==> src/rtl/rps_pkg.sv <==
package rps_pkg;

    typedef enum logic [1:0] {
        ST_IDLE  = 2'd0,
        ST_HOLD  = 2'd1,
        ST_FINAL = 2'd2
    } pulse_state_t;

    localparam logic [7:0] KEY_ACT_HIGH  = 8'hA5;
    localparam logic [7:0] KEY_ACT_LOW   = 8'h5A;
    localparam logic [7:0] KEY_PUSH_PULL = 8'hA8;
    localparam logic [7:0] KEY_OPEN_DRN  = 8'h8A;

    localparam int POL_BIT   = 31;
    localparam int DRIVE_BIT = 30;

endpackage

==> src/rtl/rps_cfg_reg.sv <==
module rps_cfg_reg
    import rps_pkg::*;
#(
    parameter int WIDTH_BITS = 20,
    parameter int DEF_WIDTH  = 255
) (
    input  logic                  clk,
    input  logic                  rst_n,
    input  logic                  wr_en,
    input  logic [31:0]           wr_data,
    output logic [WIDTH_BITS-1:0] width_q,
    output logic                  act_high,
    output logic                  push_pull,
    output logic [31:0]           rd_data
);

    localparam int PAD_BITS = 30 - WIDTH_BITS;

    logic [7:0] key_byte;
    logic       pol_d;
    logic       drv_d;

    assign key_byte = wr_data[31:24];

    always_comb begin
        pol_d = act_high;
        drv_d = push_pull;
        if (wr_en) begin
            unique case (key_byte)
                KEY_ACT_HIGH:  pol_d = 1'b1;
                KEY_ACT_LOW:   pol_d = 1'b0;
                KEY_PUSH_PULL: drv_d = 1'b1;
                KEY_OPEN_DRN:  drv_d = 1'b0;
                default:       ;
            endcase
        end
    end

    always_ff @(posedge clk or negedge rst_n) begin
        if (!rst_n) begin
            width_q   <= WIDTH_BITS'(DEF_WIDTH);
            act_high  <= 1'b0;
            push_pull <= 1'b0;
        end else begin
            act_high  <= pol_d;
            push_pull <= drv_d;
            if (wr_en) begin
                width_q <= wr_data[WIDTH_BITS-1:0];
            end
        end
    end

    assign rd_data = {act_high, push_pull, {PAD_BITS{1'b0}}, width_q};

    assert_mode_kept_R5: assert property (@(posedge clk) disable iff (!rst_n)
        (wr_en && key_byte != KEY_ACT_HIGH && key_byte != KEY_ACT_LOW &&
         key_byte != KEY_PUSH_PULL && key_byte != KEY_OPEN_DRN)
        |=> ($stable(act_high) && $stable(push_pull)));

    assert_key_high_R3: assert property (@(posedge clk) disable iff (!rst_n)
        (wr_en && key_byte == KEY_ACT_HIGH) |=> rd_data[POL_BIT]);

    assert_key_pushpull_R4: assert property (@(posedge clk) disable iff (!rst_n)
        (wr_en && key_byte == KEY_PUSH_PULL) |=> rd_data[DRIVE_BIT]);

    assert_width_write_R2: assert property (@(posedge clk) disable iff (!rst_n)
        wr_en |=> (width_q == $past(wr_data[WIDTH_BITS-1:0])));

endmodule

==> src/rtl/rps_pulse_fsm.sv <==
module rps_pulse_fsm
    import rps_pkg::*;
#(
    parameter int WIDTH_BITS = 20
) (
    input  logic                  clk,
    input  logic                  rst_n,
    input  logic                  trigger,
    input  logic                  tick,
    input  logic [WIDTH_BITS-1:0] width_i,
    output logic                  asserted
);

    pulse_state_t          st_q, st_d;
    logic [WIDTH_BITS-1:0] cnt_q, cnt_d;

    always_comb begin
        st_d  = st_q;
        cnt_d = cnt_q;
        if (trigger) begin
            if (width_i == '0) begin
                st_d  = ST_FINAL;
                cnt_d = '0;
            end else begin
                st_d  = ST_HOLD;
                cnt_d = width_i;
            end
        end else begin
            unique case (st_q)
                ST_IDLE: ;
                ST_HOLD: begin
                    if (tick) begin
                        if (cnt_q == WIDTH_BITS'(1)) begin
                            st_d  = ST_FINAL;
                            cnt_d = '0;
                        end else begin
                            cnt_d = cnt_q - WIDTH_BITS'(1);
                        end
                    end
                end
                ST_FINAL: begin
                    if (tick) begin
                        st_d = ST_IDLE;
                    end
                end
                default: st_d = ST_IDLE;
            endcase
        end
    end

    always_ff @(posedge clk or negedge rst_n) begin
        if (!rst_n) begin
            st_q  <= ST_IDLE;
            cnt_q <= '0;
        end else begin
            st_q  <= st_d;
            cnt_q <= cnt_d;
        end
    end

    always_comb begin
        asserted = (st_q != ST_IDLE);
    end

    assert_trigger_starts_R7: assert property (@(posedge clk) disable iff (!rst_n)
        trigger |=> asserted);

    assert_idle_stays_R7: assert property (@(posedge clk) disable iff (!rst_n)
        (!asserted && !trigger) |=> !asserted);

    assert_no_early_end_R7: assert property (@(posedge clk) disable iff (!rst_n)
        (asserted && !tick && !trigger) |=> asserted);

    assert_restart_hold_R8: assert property (@(posedge clk) disable iff (!rst_n)
        (trigger && width_i != '0) |=> (st_q == ST_HOLD && cnt_q != '0));

endmodule

==> src/rtl/rps_pad_drive.sv <==
module rps_pad_drive (
    input  logic clk,
    input  logic rst_n,
    input  logic asserted,
    input  logic act_high,
    input  logic push_pull,
    output logic pin_out,
    output logic pin_oe
);

    logic level;

    always_comb begin
        level = asserted ? act_high : !act_high;
        if (push_pull) begin
            pin_out = level;
            pin_oe  = 1'b1;
        end else begin
            pin_out = 1'b0;
            pin_oe  = !level;
        end
    end

    assert_od_pulls_low_R10: assert property (@(posedge clk) disable iff (!rst_n)
        (!push_pull && pin_oe) |-> (asserted != act_high));

    assert_pp_level_R9: assert property (@(posedge clk) disable iff (!rst_n)
        (push_pull && asserted) |-> (pin_out == act_high && pin_oe));

endmodule

==> src/rtl/rst_pulse_shaper.sv <==
module rst_pulse_shaper #(
    parameter int WIDTH_BITS = 20,
    parameter int DEF_WIDTH  = 255
) (
    input  logic        clk,
    input  logic        rst_n,
    input  logic        tick_1us,
    input  logic        expire,
    input  logic        wr_en,
    input  logic [31:0] wr_data,
    output logic [31:0] rd_data,
    output logic        pin_out,
    output logic        pin_oe
);

    logic [WIDTH_BITS-1:0] width_q;
    logic                  act_high;
    logic                  push_pull;
    logic                  asserted;

    rps_cfg_reg #(
        .WIDTH_BITS(WIDTH_BITS),
        .DEF_WIDTH (DEF_WIDTH)
    ) cfg_i (
        .clk      (clk),
        .rst_n    (rst_n),
        .wr_en    (wr_en),
        .wr_data  (wr_data),
        .width_q  (width_q),
        .act_high (act_high),
        .push_pull(push_pull),
        .rd_data  (rd_data)
    );

    rps_pulse_fsm #(
        .WIDTH_BITS(WIDTH_BITS)
    ) fsm_i (
        .clk     (clk),
        .rst_n   (rst_n),
        .trigger (expire),
        .tick    (tick_1us),
        .width_i (width_q),
        .asserted(asserted)
    );

    rps_pad_drive pad_i (
        .clk      (clk),
        .rst_n    (rst_n),
        .asserted (asserted),
        .act_high (act_high),
        .push_pull(push_pull),
        .pin_out  (pin_out),
        .pin_oe   (pin_oe)
    );

endmodule

==> config.mk <==
export PLATFORM = sky130hd
export DESIGN_NAME = rst_pulse_shaper
export DESIGN_NICKNAME = d
export VERILOG_FILES = /design/src/rtl/rps_pkg.sv /design/src/rtl/rps_cfg_reg.sv /design/src/rtl/rps_pulse_fsm.sv /design/src/rtl/rps_pad_drive.sv /design/src/rtl/rst_pulse_shaper.sv
export SDC_FILE = /design/constraint.sdc
export NUM_CORES = 1
export LEC_CHECK = 0
export CAP_MARGIN = 40
export CORE_ASPECT_RATIO = 0.75
export CORE_UTILIZATION = 50
export DETAILED_ROUTE_END_ITERATION = 16
export DONT_BUFFER_PORTS = 1
export GPL_TIMING_DRIVEN = 1
export SETUP_SLACK_MARGIN = 0.2
export SYNTH_ARGS = -nofsm -noshare
export SYNTH_HDL_FRONTEND = slang
export SYNTH_SLANG_ARGS = --single-unit
==> constraint.sdc <==
create_clock -name clk -period 2.7 [get_ports clk]
set_input_delay 0.81 -clock clk [delete_from_list [all_inputs] [get_ports clk]]
set_output_delay 0.81 -clock clk [all_outputs]
set_load 0.02 [all_outputs]
# --- Word level (Yosys, flattened, before mapping) ---
# Cells that the tools add are included.
op_classes:
  add_sub_neg: 1
  multipliers: 0
  div: 0
  n_lt_le_gt_ge: 0
  eq_ne: 11
  shift: 0
  n_mux: 16
  bitwise_logic: 0
  reduce_logical: 13
ops:
  columns: ["cell", "n"]
  rows:
  - ["20-bit 2-to-1 mux", 5]
  - ["8-bit equality test, second input constant", 3]
  - ["20-bit by 1-bit equality test with 1-bit output, second input constant", 1]
  - ["20-bit zero test", 1]
  - ["20-bit by 1-bit subtractor with 20-bit output, second input constant", 1]
  - ["2-bit 2-to-1 mux", 5]
  - ["2-bit nonzero test", 5]
  - ["8-bit by 7-bit equality test with 1-bit output, second input constant", 1]
  - ["3-bit != test, second input constant", 2]
  - ["2-bit case mux with 3 select lines", 1]
  - ["2-bit AND reduction", 3]
  - ["1-bit case mux with 2 select lines", 2]
  - ["4-bit AND reduction", 1]
  - ["1-bit 2-to-1 mux", 3]
  - ["3-bit by 2-bit != test with 1-bit output, second input constant", 1]
  - ["2-bit by 1-bit equality test with 1-bit output, second input constant", 1]
  - ["2-bit equality test, second input constant", 1]
  - ["1-bit zero test", 2]
  - ["2-bit zero test", 1]
  - ["2-bit != test, second input constant", 1]
totals:
  ff_bits: 44
  latch_bits: 0
  mem_bits_rw: 0
  rom_bits: 0
  output_inout_bits: 34
  wordCells: 46
  memories: 0

# --- Logic depth before layout (Yosys ltp) ---
# Gate-level depths: netlist (run 1).
logic_depth:
  depth_word: 5
  mapped_depth: 8

# --- Hierarchy ---
# A second synthesis (run 1) with hierarchy kept.
hier_totals:
  cells_unflattened: 268
  hier_area_um2: 2646.3
modules_own_cells:
  columns: ["module", "instances", "cells_each", "area_each_um2", "seq_area_each_um2"]
  rows:
  - ["rps_pulse_fsm", 1, 178, 1493.9, 550.5]
  - ["rps_cfg_reg", 1, 87, 1131.1, 560.5]
  - ["rps_pad_drive", 1, 3, 21.3, 0.0]

# --- Worst setup path after synthesis (run 1) ---
# OpenSTA, ideal clock, no wires.
synth_path:
  path_type: "register to register"
  startpoint: "reg fsm_i.cnt_q[1]"
  endpoint: "reg fsm_i.cnt_q[16]"
  setup_ns: 0.132
  arrival_ns: 1.806
  setup_slack_ns: 0.762
  path_stages_with_launch: 9
  synth_period_minus_slack_ns: 1.938
  cell_sequence: "dfrtp_1 -> inv_1 -> ha_1 -> or4b_4 -> nor4_4 -> nand2_1 -> buf_6 -> a32oi_1 -> o21ai_1"
synth_via:
  elab_chain_cells: 5
  elab_cells_between_ends: 6
synth_rtl:
  columns: ["element", "line", "text"]
  rows:
  - ["from (decl)", "rps_pulse_fsm.sv:15", "logic [WIDTH_BITS-1:0] cnt_q, cnt_d;"]
  - ["from (signal assigned)", "rps_pulse_fsm.sv:57", "cnt_q <= cnt_d;"]
  - ["20-bit by 1-bit subtractor with 20-bit output or 20-bit by 1-bit equality test with 1-bit output (tied branches)", "rps_pulse_fsm.sv:37, rps_pulse_fsm.sv:33", null]
  - ["20-bit 2-to-1 mux *", "rps_pulse_fsm.sv:33", "if (cnt_q == WIDTH_BITS'(1)) begin"]
  - ["20-bit 2-to-1 mux *", "rps_pulse_fsm.sv:32", "if (tick) begin"]
  - ["20-bit 2-to-1 mux *", "rps_pulse_fsm.sv:29", "unique case (st_q)"]
  - ["20-bit 2-to-1 mux *", "rps_pulse_fsm.sv:20", "if (trigger) begin"]
# Mark *: on every way between the ends. The rest lies on a longest branch, timed or not. The select of a mux whose other input is x is not followed.
# A chain may end at the register's enable or synchronous reset.

# --- Final worst setup path (run 1) ---
layout_path:
  startpoint: "reg fsm_i.cnt_q[1]"
  endpoint: "reg fsm_i.cnt_q[17]"
# The elaborated chain is that of the path after synthesis.

==> results_dict.tcl, run 1 <==
set metrics [dict create \
    p_leak_nw 1.02 \
    chipHeight_um 62.9 \
    path_cells "inv_1 -> ha_1 -> or4b_4 -> nor4_4 -> nand2_1 -> nand2_1 -> o311ai_1" \
    ios 71 \
    final-setup-viol-count 0 \
    synth_top_area_share_pct 36.5 \
    portBuffers 0 \
    synth_cells 254 \
    synth_most_common_cell "dfrtp_1" \
    drt_iter0_drc 128 \
    nets 291 \
    syn_area_per_cell_sq_um 9.72 \
    cts-root-buf "clkbuf_8" \
    startpoint_type "register" \
    synth_top_cell_by_area "dfrtp_1" \
    path_max_fanout 11 \
    cts_tree "yes" \
    grt_usage_pct 23.2 \
    place_congestion 0.823 \
    cts_num_sinks 44 \
    worst_pin_slew_ns 0.584 \
    max-cap-violations 0 \
    cp.arrival_ns 2.40 \
    grt_pass1_vias 1881 \
    cp-end-kind "register" \
    fin_area_sq_um 2570 \
    synth.area.top_cells "dfrtp_1 (36%), mux2_2 (9.1%), dfstp_2 (8.5%)" \
    clock_skew_ns 0.00406 \
    start_util_pct 53.7 \
    detail_route.first_pass.iterations 4 \
    via_count 1931 \
    slew_viol_final 0 \
    hpwl_um 3990 \
    fin_tns_setup_ns 0 \
    critPathRequiredTime_ns 2.88 \
    route.detailed.drc 0 \
    p_per_area_nw_per_um2 603 \
    fin_crit_sh_pct 82.1 \
    place_area_sq_um 2480 \
    htree_levels 2 \
    synthesis.area_sq_um 2470 \
    design.core.area_sq_um 4600 \
    status "finished clean" \
    cpPeakStageDelay_ns 0.49 \
    yosys_warnings 0 \
    synth_ff_type "dfrtp_1" \
    cpMostUsedCell "nand2_1" \
    postRouteAntennaNets 0 \
    viasPerCell 6.23 \
    grt_antenna_before_repair 0 \
    slowest_stage "or4b_4" \
    ys_seq_area_share_pct 45.0 \
    row_count 21 \
    ys_ff_latch 44 \
    die-area_sq_um 5230 \
    clockBufferDepth 2 \
    synth_common_cells "dfrtp_1 (36), nand2_1 (26), nor2_1 (21), mux2_2 (20), nand3_1 (17)" \
    crit_family "simple AND/OR/NAND/NOR gates" \
    holdCritPathClass "input port to asynchronous set/reset pin" \
    hold_viol 0 \
    grt_max_degree 45 \
    antennaDiodeCount 0 \
    cts_resized 0 \
    cts_setup_buffers 0 \
    wl_per_cell_um 18.1 \
    max_freq_mhz 451 \
    hold_ws_ns 0.190 \
    die_x_um 83.1 \
    layout-drive-gt1-share_pct 19.0 \
    synth.distinct_cells 51 \
    gr-total-overflow 0 \
    synth_edf_count 0 \
    routed_wl_um 5610 \
    cts_hold_buf 0 \
    rsz0062_at_grt "false" \
    grt_first_pass_wirelength_um 9510 \
    timing.slew.headroom_pct 60.9 \
    crit_buf_inv 1 \
    period_needed_ns 2.22 \
    vdd_drop_max_v 0.000330 \
    cts_buffers 5 \
    clk_latency_ns 0.30 \
    criticalPathCategory "register to register" \
    clkSlewWorstSetupHoldPaths_ns 0.09 \
    async_reset_ff_share_pct 100 \
    areaGrowthSynthToFinish_pct 4.26 \
]
[registers in the layout, summed over array words and instances, names as in the netlist]
signal	flops
cfg_i.act_high	1
cfg_i.push_pull	1
cfg_i.width_q	20
fsm_i.cnt_q	20
fsm_i.st_q	2
[layout by cell type, fill, tap and decap left out, types with 3 or more instances in the layout]
cell type  netlist  final
dfrtp_1         36     36
and3_1           4      4
nand2_1         26     26
conb_1           1     10
a21oi_1          5      5
nand4b_1         3      3
nand3_1         17     17
buf_4           12      6
nand4_1          7      7
a22oi_1          4      4
nor4_1           6      6
o21ai_1         11     11
o311ai_1         3      3
dfstp_2          8      8
clkbuf_8         0      6
mux2_2          20     20
nor3_1           7      7
inv_1            4      4
o211ai_1         8      8
nor2_1          21     21
[area by class of cell]
cell class	count	area (sq um)
Multi-Input combinational cell	190	1230
Timing Repair Buffer	6	45.0
Clock buffer	6	82.6
Fill cell	429	2020
Tap cell	57	71.3
Sequential cell	44	1110
Clock inverter	2	15.0
Inverter	5	18.8
[path summary, 6_finish.rpt]
| check | from | slack (ns) | cells past startpoint | end |
|---|---|---|---|---|
| min in group clk | fsm_i.cnt_q[18]$_DFFE_PN0P_ | 0.56 | 1 | fsm_i.cnt_q[18]$_DFFE_PN0P_ |
| max in group asynchronous | rst_n | 2.33 | 0 | cfg_i.width_q[6]$_DFFE_PN1P_ |
| max reg2reg | fsm_i.cnt_q[1]$_DFFE_PN0P_ | 0.48 | 7 | fsm_i.cnt_q[17]$_DFFE_PN0P_ |
| min reg2reg | fsm_i.cnt_q[18]$_DFFE_PN0P_ | 0.56 | 1 | fsm_i.cnt_q[18]$_DFFE_PN0P_ |
| min | rst_n | 0.19 | 0 | fsm_i.cnt_q[15]$_DFFE_PN0P_ |
| max | fsm_i.cnt_q[1]$_DFFE_PN0P_ | 0.48 | 7 | fsm_i.cnt_q[17]$_DFFE_PN0P_ |
[power by group]
| part | leakage, nW | internal, mW | switching, mW |
|---|---|---|---|
| Clock | 0.0434 | 0.207 | 0.241 |
| Combinational | 0.469 | 0.109 | 0.121 |
| Sequential | 0.506 | 0.742 | 0.131 |
[cells by family after synthesis]
| kind of cell | count (synthesis) | synth area share [%] |
|---|---|---|
| DFF | 44 | 45.0 |
| AOI/OAI and AO/OA | 43 | 11.8 |
| buffers and inverters | 29 | 6.54 |
| and+or+nand+nor | 109 | 24.1 |
| adders and majority gates | 2 | 1.01 |
| other | 1 | 0.152 |
| xor gates and xnor gates | 3 | 1.06 |
| muxes | 23 | 10.4 |
[routing by layer]
metal,part of all wire [%],GRT usage (%),vias to the layer above
li1,-,-,918
met1,50,36.5,903
met2,40,30.5,104
met3,9.3,7.13,6
met4,0.71,4.96,0
met5,0,0,-
[worst register-to-register path, stage by stage, from the launching register on]
cell and delay (ns):
dfrtp_1 0.42, inv_1 0.09, ha_1 0.13, or4b_4 0.49, nor4_4 0.25, nand2_1 0.32
nand2_1 0.27, o311ai_1 0.12
[metrics by stage]
stage / worst slack, ns / total power [mW] / util, % / instances
6_report: 0.483 / 1.55 / 56.0 / 310
4_1_cts: 0.491 / 1.57 / 56.0 / 310
2_1_floorplan: 0.762 / 1.06 / - / 263
3_3_place_gp: 0.521 / 1.11 / 53.9 / 302
3_5_place_dp: 0.509 / 1.11 / 53.9 / 302
5_1_grt: 0.320 / 1.64 / 56.0 / 310
Power figures use the tool's default switching activity.
==> run 2: changes to the inputs <==
--- a/config.mk
+++ b/config.mk
@@ -11,6 +11,7 @@
 export DETAILED_ROUTE_END_ITERATION = 16
 export DONT_BUFFER_PORTS = 1
 export GPL_TIMING_DRIVEN = 1
+export PLACE_DENSITY = 0.68
 export SETUP_SLACK_MARGIN = 0.2
 export SYNTH_ARGS = -nofsm -noshare
 export SYNTH_HDL_FRONTEND = slang
==> constraint.sdc (replaced) <==
create_clock -name clk -period 1.84 [get_ports clk]
set_input_delay 0.552 -clock clk [delete_from_list [all_inputs] [get_ports clk]]
set_output_delay 0.552 -clock clk [all_outputs]
set_load 0.02 [all_outputs]
==> results_dict.tcl, run 2 (same netlist as run 1, synthesis figures left out) <==
set metrics [dict create \
    status "complete, but fails checks" \
    violations "setup timing" \
    slowest_stage "or4b_4" \
    period_needed_ns 1.97 \
    r2r_start "fsm_i.cnt_q[1]$_DFFE_PN0P_" \
    grt_first_pass_wirelength_um 10800 \
    die_x_um 83.1 \
    grt_usage_pct 26.2 \
    grt_pass1_vias 2161 \
    ff2ff_setup_slack_ns -0.13 \
    critPathRequiredTime_ns 2.01 \
    r2r-end "fsm_i.cnt_q[17]$_DFFE_PN0P_" \
    path_cells "inv_2 -> ha_4 -> or4b_4 -> nor4_4 -> buf_4 -> a31oi_4 -> nand3_1 -> o311ai_1" \
    total_power_mw 2.71 \
    hold_viol 0 \
    final_util_pct 70.1 \
    start_util_pct 53.7 \
    rsz0062_at_grt "true" \
    cp-end-kind "register" \
    worst_r2r_path_depth 8 \
    via_count 2263 \
    drt_iter0_drc 171 \
    clockBufferDepth 2 \
    layout_setup_ws_ns -0.130 \
    design.core.area_sq_um 4600 \
    vdd_drop_max_v 0.000636 \
    detail_route.first_pass.iterations 4 \
    max-cap-violations 0 \
    layout-drive-gt1-share_pct 42.4 \
    place_congestion 0.849 \
    clock_skew_ns 0.0132 \
    cpPeakStageDelay_ns 0.49 \
    final-setup-viol-count 20 \
    fin_crit_sh_pct 107 \
    routed_wl_um 7030 \
    dp_cells 335 \
    gr-total-overflow 0 \
    startpoint "fsm_i.cnt_q[1]$_DFFE_PN0P_" \
    grt_max_degree 37 \
    postRouteAntennaNets 0 \
    portBuffers 0 \
    row_count 21 \
    fin_area_sq_um 3220 \
    top_regs "cfg_i.width_q x20, fsm_i.cnt_q x20, fsm_i.st_q x2" \
    htree_levels 2 \
    p_per_area_nw_per_um2 839 \
    wl_per_cell_um 19.6 \
    grt_antenna_before_repair 0 \
    final_cell_mix "buf_4 (46), dfrtp_1 (35), nand2_1 (23)" \
    antennaDiodeCount 0 \
    criticalPathCategory "register to register" \
    final_common_cell "buf_4" \
    max_freq_mhz 508 \
    route.detailed.drc 0 \
    die-area_sq_um 5230 \
    cp.arrival_ns 2.14 \
    fin_cells 359 \
    chipHeight_um 62.9 \
    viasPerCell 6.30 \
    startpoint_type "register" \
    hpwl_um 4340 \
    cts_num_sinks 44 \
    cts_tree "yes" \
    place_area_sq_um 2730 \
    cts_buffers 5 \
    areaGrowthSynthToFinish_pct 30.6 \
    slew_viol_final 0 \
    ios 71 \
    cts-root-buf "clkbuf_8" \
    holdCritPathClass "input port to asynchronous set/reset pin" \
    nets 340 \
    p_leak_nw 1.33 \
    clk_latency_ns 0.31 \
    path_max_fanout 5 \
    clkSlewWorstSetupHoldPaths_ns 0.10 \
]
[run 2: cell count changes in the layout (fill, tap and decap cells not counted), sizes merged]
| cell | before | now |
|---|---|---|
| clkinvlp | 2 | 0 |
| bufinv | 0 | 1 |
| buf | 6 | 55 |
| clkinv | 1 | 2 |
[run 2: metrics by stage]
step                      worst slack [ns]  hold WS [ns]  TNS, ns
after floorplan                    -0.0968         0.256   -0.496
after global placement              -0.202         0.258    -2.44
after detailed placement            -0.273         0.258    -3.37
after CTS                           -0.167        0.0819    -1.96
after global routing                -0.247        0.0642    -3.32
final                               -0.130        0.0613    -1.55
[run 2: what timing repair did]
item | in CTS | in global routing
pin swaps | 12 | 19
hold buffers | 1 | 0
hold endpoints to repair | 36 | 0
setup endpoints to repair | 24 | 24
setup buffers | 6 | 8
gates resized for setup | 27 | 25
gates cloned | 1 | 0
[run 2: final cells by class]
cell class	count	area, sq um
Multi-Input combinational cell	190	1450
Fill cell	337	1370
Sequential cell	44	1110
Timing Repair Buffer	55	449
Clock buffer	6	82.6
Tap cell	57	71.3
Clock inverter	2	38.8
Inverter	5	21.3
[run 2: metal layers]
layer	up-vias	global-route usage, %	part of all wire [%]
met1	1113	37.5	45
met5	-	0	0
met2	119	39.5	46
met4	0	7.11	1.8
li1	1014	-	-
met3	17	6.87	7.9
[run 2: critical path, delay by kind of cell (launching register included)]
family / cells / cell delay, ns
flip-flops: 1 / 0.41
AND/OR/NAND/NOR: 3 / 0.81
AO/OA/AOI/OAI: 2 / 0.24
adder cells (fa/ha/maj): 1 / 0.11
buffers and inverters: 2 / 0.26
[run 2: report_power, final]
part	total, mW	switching [mW]	internal, mW
registers	1.24	0.152	1.09
logic	0.663	0.339	0.324
clock network	0.803	0.358	0.445
total	2.71	0.849	1.86
[run 2: worst max path at each step]
stage,end,slack (ns),depth (start not counted)
6_report,fsm_i.cnt_q[17]$_DFFE_PN0P_,-0.13,8
5_1_grt,fsm_i.cnt_q[17]$_DFFE_PN0P_,-0.25,5
4_1_cts,fsm_i.cnt_q[15]$_DFFE_PN0P_,-0.17,8
3_5_place_dp,fsm_i.cnt_q[16]$_DFFE_PN0P_,-0.27,8
3_3_place_gp,fsm_i.cnt_q[16]$_DFFE_PN0P_,-0.20,8
2_1_floorplan,fsm_i.cnt_q[16]$_DFFE_PN0P_,-0.1,8
